==> src/rtl/burst_seq_pkg.sv <==
package burst_seq_pkg;

   typedef enum logic [1:0] {
      SEQ_IDLE  = 2'd0,
      SEQ_WAIT  = 2'd1,
      SEQ_BURST = 2'd2,
      SEQ_DONE  = 2'd3
   } seq_state_e;

   localparam logic [2:0] MODE_LINEAR_CONT = 3'b000;
   localparam logic [2:0] MODE_WRAP_S      = 3'b001;
   localparam logic [2:0] MODE_WRAP_M      = 3'b010;
   localparam logic [2:0] MODE_WRAP_L      = 3'b011;
   localparam logic [2:0] MODE_FIXED_S     = 3'b100;
   localparam logic [2:0] MODE_FIXED_M     = 3'b101;
   localparam logic [2:0] MODE_FIXED_L     = 3'b110;
   localparam logic [2:0] MODE_SPARE       = 3'b111;

endpackage

==> src/rtl/burst_mode_dec.sv <==
module burst_mode_dec #(
   parameter int MIN_LEN_LOG2 = 3,
   parameter int LEN_W        = 3
) (
   input  logic [2:0]       mode_code,
   output logic             wrap_o,
   output logic             fixed_o,
   output logic [LEN_W-1:0] len_log2_o
);
   import burst_seq_pkg::*;

   localparam logic [LEN_W-1:0] LG_S = LEN_W'(MIN_LEN_LOG2);
   localparam logic [LEN_W-1:0] LG_M = LEN_W'(MIN_LEN_LOG2 + 1);
   localparam logic [LEN_W-1:0] LG_L = LEN_W'(MIN_LEN_LOG2 + 2);

   generate
      if (MIN_LEN_LOG2 + 2 >= (1 << LEN_W)) begin : g_len_w_chk
         $error("burst_mode_dec: LEN_W too narrow for largest burst length");
      end
   endgenerate

   always_comb begin
      wrap_o     = 1'b0;
      fixed_o    = 1'b0;
      len_log2_o = LG_S;
      case (mode_code)
         MODE_WRAP_S:  begin wrap_o  = 1'b1; len_log2_o = LG_S; end
         MODE_WRAP_M:  begin wrap_o  = 1'b1; len_log2_o = LG_M; end
         MODE_WRAP_L:  begin wrap_o  = 1'b1; len_log2_o = LG_L; end
         MODE_FIXED_S: begin fixed_o = 1'b1; len_log2_o = LG_S; end
         MODE_FIXED_M: begin fixed_o = 1'b1; len_log2_o = LG_M; end
         MODE_FIXED_L: begin fixed_o = 1'b1; len_log2_o = LG_L; end
         default:      begin wrap_o  = 1'b0; fixed_o = 1'b0; end
      endcase
   end

   always_comb begin
      a_r5_wrap_fixed_excl: assert (!(wrap_o && fixed_o));
   end

endmodule

==> src/rtl/burst_lat_ctr.sv <==
module burst_lat_ctr #(
   parameter int LAT_W = 4
) (
   input  logic             clk,
   input  logic             rst_n,
   input  logic             load_i,
   input  logic [LAT_W-1:0] lat_i,
   input  logic             run_i,
   output logic             expired_o
);
   localparam logic [LAT_W-1:0] ONE = LAT_W'(1);

   logic [LAT_W-1:0] cnt_q;

   generate
      if (LAT_W < 1) begin : g_lat_w_chk
         $error("burst_lat_ctr: LAT_W must be at least 1");
      end
   endgenerate

   always_ff @(posedge clk or negedge rst_n) begin
      if (!rst_n) begin
         cnt_q <= '0;
      end else if (load_i) begin
         cnt_q <= lat_i;
      end else if (run_i && (cnt_q > ONE)) begin
         cnt_q <= cnt_q - ONE;
      end
   end

   assign expired_o = (cnt_q <= ONE);

   a_r3_cnt_idle_hold: assert property (@(posedge clk) disable iff (!rst_n)
      (!load_i && !run_i) |=> $stable(cnt_q));

   a_r3_cnt_step_down: assert property (@(posedge clk) disable iff (!rst_n)
      (!load_i && run_i && (cnt_q > ONE)) |=> (cnt_q == $past(cnt_q) - ONE));

endmodule

==> src/rtl/burst_addr_step.sv <==
module burst_addr_step #(
   parameter int ADDR_W = 23,
   parameter int LEN_W  = 3
) (
   input  logic [ADDR_W-1:0] cur_i,
   input  logic              wrap_i,
   input  logic [LEN_W-1:0]  len_log2_i,
   output logic [ADDR_W-1:0] nxt_o
);
   logic [ADDR_W-1:0] inc;
   logic [ADDR_W-1:0] low_mask;

   always_comb begin
      inc      = cur_i + ADDR_W'(1);
      low_mask = ~({ADDR_W{1'b1}} << len_log2_i);
      if (wrap_i) begin
         nxt_o = (cur_i & ~low_mask) | (inc & low_mask);
      end else begin
         nxt_o = inc;
      end
   end

endmodule

==> src/rtl/burst_addr_seq.sv <==
module burst_addr_seq #(
   parameter int ADDR_W       = 23,
   parameter int BUS_W        = 16,
   parameter int LAT_W        = 4,
   parameter int MIN_LEN_LOG2 = 3
) (
   input  logic                    clk,
   input  logic                    rst_n,
   input  logic                    ce_n,
   input  logic                    addr_vld_n,
   input  logic [BUS_W-1:0]        ad_bus,
   input  logic [ADDR_W-BUS_W-1:0] addr_hi,
   input  logic                    burst_en,
   input  logic [2:0]              burst_mode,
   input  logic [LAT_W-1:0]        init_lat,
   output logic [ADDR_W-1:0]       word_addr,
   output logic                    data_rdy
);
   import burst_seq_pkg::*;

   localparam int MAX_LEN_LOG2 = MIN_LEN_LOG2 + 2;
   localparam int LEN_W        = $clog2(MAX_LEN_LOG2 + 1);
   localparam int LEFT_W       = MAX_LEN_LOG2;

   generate
      if (ADDR_W <= BUS_W) begin : g_addr_w_chk
         $error("burst_addr_seq: ADDR_W must exceed BUS_W");
      end
      if (MAX_LEN_LOG2 >= ADDR_W) begin : g_len_chk
         $error("burst_addr_seq: longest burst must fit inside the address");
      end
      if (MIN_LEN_LOG2 < 1) begin : g_min_chk
         $error("burst_addr_seq: MIN_LEN_LOG2 must be at least 1");
      end
   endgenerate

   logic [ADDR_W-1:0] bus_addr;
   assign bus_addr = {addr_hi, ad_bus};

   seq_state_e        st_q;
   logic [ADDR_W-1:0] addr_q;
   logic              wrap_q;
   logic              fixed_q;
   logic [LEN_W-1:0]  lg_q;
   logic [LEFT_W-1:0] left_q;

   logic              dec_wrap;
   logic              dec_fixed;
   logic [LEN_W-1:0]  dec_lg;
   logic [LEFT_W-1:0] left_init;
   logic [ADDR_W-1:0] step_nxt;
   logic              lat_done;
   logic              capture;

   assign capture   = burst_en && !ce_n && !addr_vld_n;
   assign left_init = ~({LEFT_W{1'b1}} << dec_lg);

   burst_mode_dec #(
      .MIN_LEN_LOG2 (MIN_LEN_LOG2),
      .LEN_W        (LEN_W)
   ) mode_dec_i (
      .mode_code  (burst_mode),
      .wrap_o     (dec_wrap),
      .fixed_o    (dec_fixed),
      .len_log2_o (dec_lg)
   );

   burst_lat_ctr #(
      .LAT_W (LAT_W)
   ) lat_ctr_i (
      .clk       (clk),
      .rst_n     (rst_n),
      .load_i    (capture),
      .lat_i     (init_lat),
      .run_i     (st_q == SEQ_WAIT),
      .expired_o (lat_done)
   );

   burst_addr_step #(
      .ADDR_W (ADDR_W),
      .LEN_W  (LEN_W)
   ) addr_step_i (
      .cur_i      (addr_q),
      .wrap_i     (wrap_q),
      .len_log2_i (lg_q),
      .nxt_o      (step_nxt)
   );

   always_ff @(posedge clk or negedge rst_n) begin
      if (!rst_n) begin
         st_q    <= SEQ_IDLE;
         addr_q  <= '0;
         wrap_q  <= 1'b0;
         fixed_q <= 1'b0;
         lg_q    <= '0;
         left_q  <= '0;
      end else if (!burst_en) begin
         st_q <= SEQ_IDLE;
         if (!ce_n && !addr_vld_n) begin
            addr_q <= bus_addr;
         end
      end else if (ce_n) begin
         st_q <= SEQ_IDLE;
      end else if (!addr_vld_n) begin
         st_q    <= SEQ_WAIT;
         addr_q  <= bus_addr;
         wrap_q  <= dec_wrap;
         fixed_q <= dec_fixed;
         lg_q    <= dec_lg;
         left_q  <= left_init;
      end else begin
         case (st_q)
            SEQ_WAIT: begin
               if (lat_done) begin
                  st_q <= SEQ_BURST;
               end
            end
            SEQ_BURST: begin
               if (fixed_q && (left_q == '0)) begin
                  st_q <= SEQ_DONE;
               end else begin
                  addr_q <= step_nxt;
                  left_q <= left_q - LEFT_W'(1);
               end
            end
            default: st_q <= st_q;
         endcase
      end
   end

   always_comb begin
      if (!burst_en && !ce_n && !addr_vld_n) begin
         word_addr = bus_addr;
      end else begin
         word_addr = addr_q;
      end
      data_rdy = burst_en ? (st_q == SEQ_BURST) : 1'b1;
   end

   a_r2_capture: assert property (@(posedge clk) disable iff (!rst_n)
      capture |=> ((addr_q == $past(bus_addr)) && (st_q == SEQ_WAIT)));

   a_r3_wait_hold: assert property (@(posedge clk) disable iff (!rst_n)
      (burst_en && !ce_n && addr_vld_n && (st_q == SEQ_WAIT)) |=> $stable(addr_q));

   a_r4_linear_step: assert property (@(posedge clk) disable iff (!rst_n)
      (burst_en && !ce_n && addr_vld_n && (st_q == SEQ_BURST) && !wrap_q && !fixed_q)
      |=> ((addr_q - $past(addr_q)) == ADDR_W'(1)));

   a_r5_wrap_upper: assert property (@(posedge clk) disable iff (!rst_n)
      (burst_en && !ce_n && addr_vld_n && (st_q == SEQ_BURST) && wrap_q)
      |=> ($stable(addr_q[ADDR_W-1:MAX_LEN_LOG2]) && (addr_q != $past(addr_q))));

   a_r7_done_low: assert property (@(posedge clk) disable iff (!rst_n)
      (burst_en && (st_q == SEQ_DONE)) |-> !data_rdy);

   a_r7_done_hold: assert property (@(posedge clk) disable iff (!rst_n)
      (burst_en && !ce_n && addr_vld_n && (st_q == SEQ_DONE))
      |=> ($stable(addr_q) && (st_q == SEQ_DONE)));

   a_r9_async_nocount: assert property (@(posedge clk) disable iff (!rst_n)
      (!burst_en && addr_vld_n) |=> $stable(addr_q));

   a_r10_ce_end: assert property (@(posedge clk) disable iff (!rst_n)
      (burst_en && ce_n) |=> ((st_q == SEQ_IDLE) && $stable(addr_q)));

endmodule

==> config.mk <==
export PLATFORM = sky130hd
export DESIGN_NAME = burst_addr_seq
export DESIGN_NICKNAME = d
export VERILOG_FILES = /design/src/rtl/burst_seq_pkg.sv /design/src/rtl/burst_mode_dec.sv /design/src/rtl/burst_lat_ctr.sv /design/src/rtl/burst_addr_step.sv /design/src/rtl/burst_addr_seq.sv
export SDC_FILE = /design/constraint.sdc
export NUM_CORES = 1
export LEC_CHECK = 0
export BUFFER_PORTS_ARGS = -buffer_cell sky130_fd_sc_hd__buf_4
export CAP_MARGIN = 30
export CORE_AREA = 3 3 77 79
export CTS_BUF_LIST = sky130_fd_sc_hd__clkbuf_4
export DETAILED_ROUTE_END_ITERATION = 12
export DIE_AREA = 0 0 80 82
export GPL_ROUTABILITY_DRIVEN = 0
export PLACE_DENSITY = 0.81
export SLEW_MARGIN = 20
export SYNTH_ARGS = -nofsm -noshare
export SYNTH_HDL_FRONTEND = slang
export SYNTH_SLANG_ARGS = --single-unit
==> constraint.sdc <==
create_clock -name clk -period 2.3 [get_ports clk]
set_clock_uncertainty 0.1 [all_clocks]
set_input_delay 0.345 -clock clk [delete_from_list [all_inputs] [get_ports clk]]
set_output_delay 0.345 -clock clk [all_outputs]
set_load 0.02 [all_outputs]
## Word-level counts from Yosys, hierarchy flattened

Cells that the tools add are included.
W data, S select, Z words.

- Output and inout bits: 24
- Bits in writable memories: 0
- Input bits: 35
- Register bits: 39
- Memories kept: 0
- Bits in latches: 0
- ROM bits: 0
- Logic and storage cells: 82

- Add/subtract/negate cells: 3
- Bitwise operators: 8
- Equal/unequal tests: 16
- Shift operators: 2
- $lt $le $gt $ge: 2
- Multipliers: 0
- Divide/modulo/power cells: 0
- Mux-type cells: 23
- Reduce and logical (&&, ||, !) cells: 21

Operators with widths:

| kind | count |
|---|---|
| $mux W23 | 8 |
| $and A23 B23 Y23 | 2 |
| $not A23 Y23 | 2 |
| $add A23 B1 Y23 const B | 1 |
| $or A23 B23 Y23 | 1 |
| $shl A23 B3 Y23 const A | 1 |
| $mux W5 | 3 |
| $mux W2 | 5 |
| $ne A5 B5 Y1 const B | 2 |
| $eq A3 B3 Y1 const B | 3 |
| $mux W4 | 2 |
| $reduce_and A4 Y1 | 2 |
| $logic_and A1 B1 Y1 | 7 |
| $eq A3 B2 Y1 const B | 2 |
| $pmux W3 S2 | 1 |
| $reduce_and A3 Y1 | 2 |
| $reduce_or A3 Y1 | 2 |
| $logic_not A5 Y1 | 1 |
| $ne A5 B3 Y1 const B | 1 |
| $not A5 Y5 | 1 |
| $shl A5 B3 Y5 const A | 1 |
| $sub A5 B1 Y5 const B | 1 |
| $gt A4 B1 Y1 const B | 1 |
| $le A4 B1 Y1 const B | 1 |
| other kinds (14) | 22 |

## Depth between registers and ports, before layout

- Word-level depth: 11
- Depth in mapped cells: 8
- Mapped depth without buffers: 7

## Cells and area by module

A second synthesis with hierarchy kept.

- Cells, all modules: 288
- Area total of the unflattened synthesis: 3007.9 µm²

Modules (own cells, without submodules):

| module | cells each | sequential area each (µm²) | instances | area each (µm²) |
|---|---|---|---|---|
| burst_addr_seq | 172 | 875.8 | 1 | 2134.5 |
| burst_addr_step | 74 | 0.0 | 1 | 524.3 |
| burst_lat_ctr | 34 | 100.1 | 1 | 297.8 |
| burst_mode_dec | 8 | 0.0 | 1 | 51.3 |

## Worst setup path before layout

Ideal clock, no wire load.

- Path type: input to output
- From: input port burst_en
- To: output port word_addr[10]
- Arrival time: 1.634 ns
- Buffers on the path: 2
- Cell stages on the path: 4
- Path slack: 0.221 ns
- Path through: buf_6 > nor3_1 > buf_2 > mux2_2

- Longest elaborated chain between the ends: 4

Ends and longest elaborated chain:

| item | line | RTL |
|---|---|---|
| start, declared | burst_addr_seq.sv:13 | `input logic burst_en,` |
| $logic_not A1 Y1 | burst_addr_seq.sv:132 | `if (!burst_en && !ce_n && !addr_vld_n) begin` |
| $logic_and A1 B1 Y1 (2 in series) | burst_addr_seq.sv:132 |  |
| $mux W23 | burst_addr_seq.sv:132 |  |
| end, declared | burst_addr_seq.sv:16 | `output logic [ADDR_W-1:0] word_addr,` |

No other way between the ends.

## Worst setup path after layout

- From: register left_q[0]
- To: register addr_q[22]

- Longest elaborated chain between the ends: 4

Ends and longest elaborated chain:

| item | line | RTL |
|---|---|---|
| start, declared | burst_addr_seq.sv:45 | `logic [LEFT_W-1:0] left_q;` |
| start signal, assigned | burst_addr_seq.sv:110 | `left_q <= left_init;` |
| start signal, assigned | burst_addr_seq.sv:123 | `left_q <= left_q - LEFT_W'(1);` |
| $logic_not A5 Y1 | burst_addr_seq.sv:119 | `if (fixed_q && (left_q == '0)) begin` |
| $logic_and A1 B1 Y1 | burst_addr_seq.sv:119 |  |
| $ne A3 B3 Y1 (no line) | -- |  |
| $reduce_and A4 Y1 (no line) | -- |  |
| end signal, assigned | burst_addr_seq.sv:100 | `addr_q <= bus_addr;` |
| end signal, assigned | burst_addr_seq.sv:106 | `addr_q <= bus_addr;` |
| end signal, assigned | burst_addr_seq.sv:122 | `addr_q <= step_nxt;` |
| end, declared | burst_addr_seq.sv:41 | `logic [ADDR_W-1:0] addr_q;` |

No other way between the ends.
A chain may end at the register's enable or synchronous reset.

==> flow_metrics.env <==
export IMPL_synthArstFlopShare_pct=100
export IMPL_wl_per_cell_um=15.5
export IMPL_hold_class="in2reg"
export IMPL_grt_antenna_before_repair=0
export IMPL_core_area_mm2=0.00541
export IMPL_finalHoldViolCount=0
export IMPL_netSwitchingPower_uw=785
export IMPL_clock_latency_ns=0.35
export IMPL_fmax_mhz=443
export IMPL_crit_type="reg2reg"
export IMPL_worstMarginPinSlew_ns=0.662
export IMPL_cts_buffer_depth=2
export IMPL_ys_seq_elements=39
export IMPL_setup_tns_final_ns=0
export IMPL_synth_top_area_cell="dfrtp_1"
export IMPL_ant_nets=0
export IMPL_grt_max_degree=40
export IMPL_final_util_pct=62.4
export IMPL_rows=27
export IMPL_portBuffers=58
export IMPL_grt_pass1_vias=2336
export IMPL_dpl_hpwl_um=4800
export IMPL_area_growth_pct=26.7
export IMPL_synthFlopType="dfrtp_1"
export IMPL_clkTransAtPathRegs_ns=0.13
export IMPL_period_minus_slack_ns=2.26
export IMPL_period_share_pct=98.2
export IMPL_status="complete, no violations"
export IMPL_drive_gt1_share_pct=31.0
export IMPL_peakVddDrop_mv=0.396
export IMPL_syn_cell_area_mm2=0.00266
export IMPL_pwr_share_seq_pct=42.1
export IMPL_netlist_top_cells_area="dfrtp_1, mux2_2, o21ai_0"
export IMPL_r2r_end="addr_q[22]"
export IMPL_synth_edf_count=0
export IMPL_p_int_uw=1540
export IMPL_antenna_cells=0
export IMPL_r2r_slack_ns=0.04
export IMPL_yosysWarningCount=0
export IMPL_pwr_share_clk_pct=24.9
export IMPL_syn_inst=307
export IMPL_wirelength_um=6890
export IMPL_slew_headroom_pct=55.9
export IMPL_grtUsageTotal_pct=20.2
export IMPL_die_height_um=82
export IMPL_fill_cells=476
export IMPL_crit_path_max_fanout=6
export IMPL_setup_violations=0
export IMPL_p_total_uw=2320
export IMPL_syn_nets=346
export IMPL_max_stage_delay_ns=0.53
export IMPL_worstPathCellList="inv_1 -> ha_1 -> nor3b_4 -> a2111oi_4 -> nor2_4 -> or4_1 -> nand3_1"
export IMPL_route_vias_total=2666
export IMPL_ys_seq_area_share_pct=36.7
export IMPL_multi_input_area_mm2=0.00161
export IMPL_power_frac_comb_pct=33.0
export IMPL_cp_end_kind="register"
export IMPL_worst_hold_slack_ns=0.109
export IMPL_yosysMostFrequentCell="dfrtp_1"
export IMPL_hp_start="ad_bus[15]"
export IMPL_synth_distinct_cells=54
export IMPL_start_util_pct=49.2
export IMPL_drtIter0Drc=242
export IMPL_synth_top_area_share_pct=36.7
export IMPL_die_w_um=80
export IMPL_vias_per_cell=5.98
export IMPL_grt_first_pass_wirelength_um=10600
export IMPL_cts_sinks=39
export IMPL_cts_tree="done"
export IMPL_r2r_worst_path_cells=7
export IMPL_overflow=0
export IMPL_regArea_um2=976
export IMPL_drc_errors=0
export IMPL_io_pins=59
export IMPL_crit_family="simple AND/OR/NAND/NOR gates"
export IMPL_min_delay_path_depth=3
export IMPL_critPathBufInv=1
export IMPL_clock_root_buffer="clkbuf_4"
export IMPL_critPathRequiredTime_ns=2.50
export IMPL_critPathSlowestCell="a2111oi_4"
export IMPL_r2r_start="left_q[0]"
export IMPL_ys_top_cells_by_count="dfrtp_1, nand2_1, o21ai_0"
export IMPL_synth_area_per_cell_um2=8.66
export IMPL_nets=412
export IMPL_dr_pass1_iters=5
export IMPL_hold_end="addr_q[15]"
export IMPL_cp_start_kind="register"
export IMPL_p_leak_uw=0.00143
export IMPL_die_area_mm2=0.00656
export IMPL_power_density_mw_per_mm2=689
export IMPL_htreeDepth=2
export IMPL_max_cap_viol_count=0
export IMPL_slew_violations=0
export IMPL_cts_buffers=5
export IMPL_swShare_pct=33.8
export IMPL_arrival_ns=2.46
==> worst reg2reg max path: cells and delay by family, from the launching register on <==
family	cells	cell delay, ns
flops	1	0.37
buf+inv	1	0.07
compound gates	1	0.53
simple gates	4	0.91
fa+ha+maj	1	0.23
==> power groups by stage <==
stage                     sequential (µW)  combinational, µW  clock [µW]
final                                 978                765         579
after global routing                 1000                846         623
after CTS                             975                748         591
after detailed placement              988                742           0
after global placement                981                720           0
after floorplan                       941                500           0
==> metal layers <==
| layer | part of all wire [%] | up-vias | track usage, % |
|---|---|---|---|
| met3 | 7.2 | 14 | 4.28 |
| met4 | 1.8 | 0 | 5.41 |
| met2 | 50 | 99 | 34.8 |
| met1 | 41 | 1272 | 25.7 |
| li1 | - | 1281 | - |
| met5 | 0 | - | 0 |
==> stage by stage <==
stage               instances  area, µm²  worst slack (ns)
global placement          431       3200             0.150
finish                    446       3370            0.0411
global route              446       3370           -0.0348
CTS                       440       3320            0.0500
detailed placement        431       3200            0.0469
floorplan                 307       2660             0.221
==> timing repair <==
action,CTS,global route
hold endpoints to repair,39,0
buffers inserted,0,6
endpoints found under the setup margin,0,7
gates resized for setup,0,6
hold buffers,1,0
==> worst max path at each step <==
stage,cells after the start,slack [ns],start,to
2_1_floorplan,4,0.22,burst_en,word_addr[10]
3_3_place_gp,8,0.15,left_q[0],addr_q[22]
3_5_place_dp,8,0.05,left_q[0],addr_q[22]
4_1_cts,8,0.05,left_q[0],addr_q[22]
5_1_grt,7,-0.03,left_q[0],addr_q[22]
6_report,7,0.04,left_q[0],addr_q[22]
==> layout make-up <==
| type | count | area share (%) |
|---|---|---|
| Tap cell | 72 | 2.67 |
| Multi-Input combinational cell | 247 | 47.8 |
| Inverter | 7 | 0.780 |
| Timing Repair Buffer | 73 | 16.6 |
| Clock inverter | 2 | 1.78 |
| Clock buffer | 6 | 1.34 |
| Sequential cell | 39 | 29.0 |
==> placed cells by master, fill, tap and decap left out, types with 3 or more instances in the layout <==
| master | count |
|---|---|
| buf_4 | 70 |
| dfrtp_1 | 39 |
| nand2_1 | 34 |
| o21ai_0 | 30 |
| nor2_1 | 28 |
| a21oi_1 | 26 |
| mux2_2 | 23 |
| nand3_1 | 14 |
| o311ai_0 | 7 |
| inv_1 | 6 |
| nand4_1 | 6 |
| nor3_1 | 6 |
| a22oi_1 | 6 |
| clkbuf_4 | 6 |
| and3_1 | 4 |
| a31oi_1 | 4 |
| xnor2_1 | 4 |
| a21o_1 | 4 |
| o311ai_1 | 4 |
| ha_1 | 4 |
| a221oi_1 | 3 |
==> logic make-up (layout without fill, tap and decap cells) <==
group	Yosys count	count (layout)	synth area share (%)
compound gates	100	100	24.6
xor+xnor	5	5	1.65
fa+ha+maj	4	4	1.88
buf+inv	22	88	3.62
flops	39	39	36.7
mux	23	23	9.74
simple gates	114	115	21.8
(Power assumes the default switching activity.)
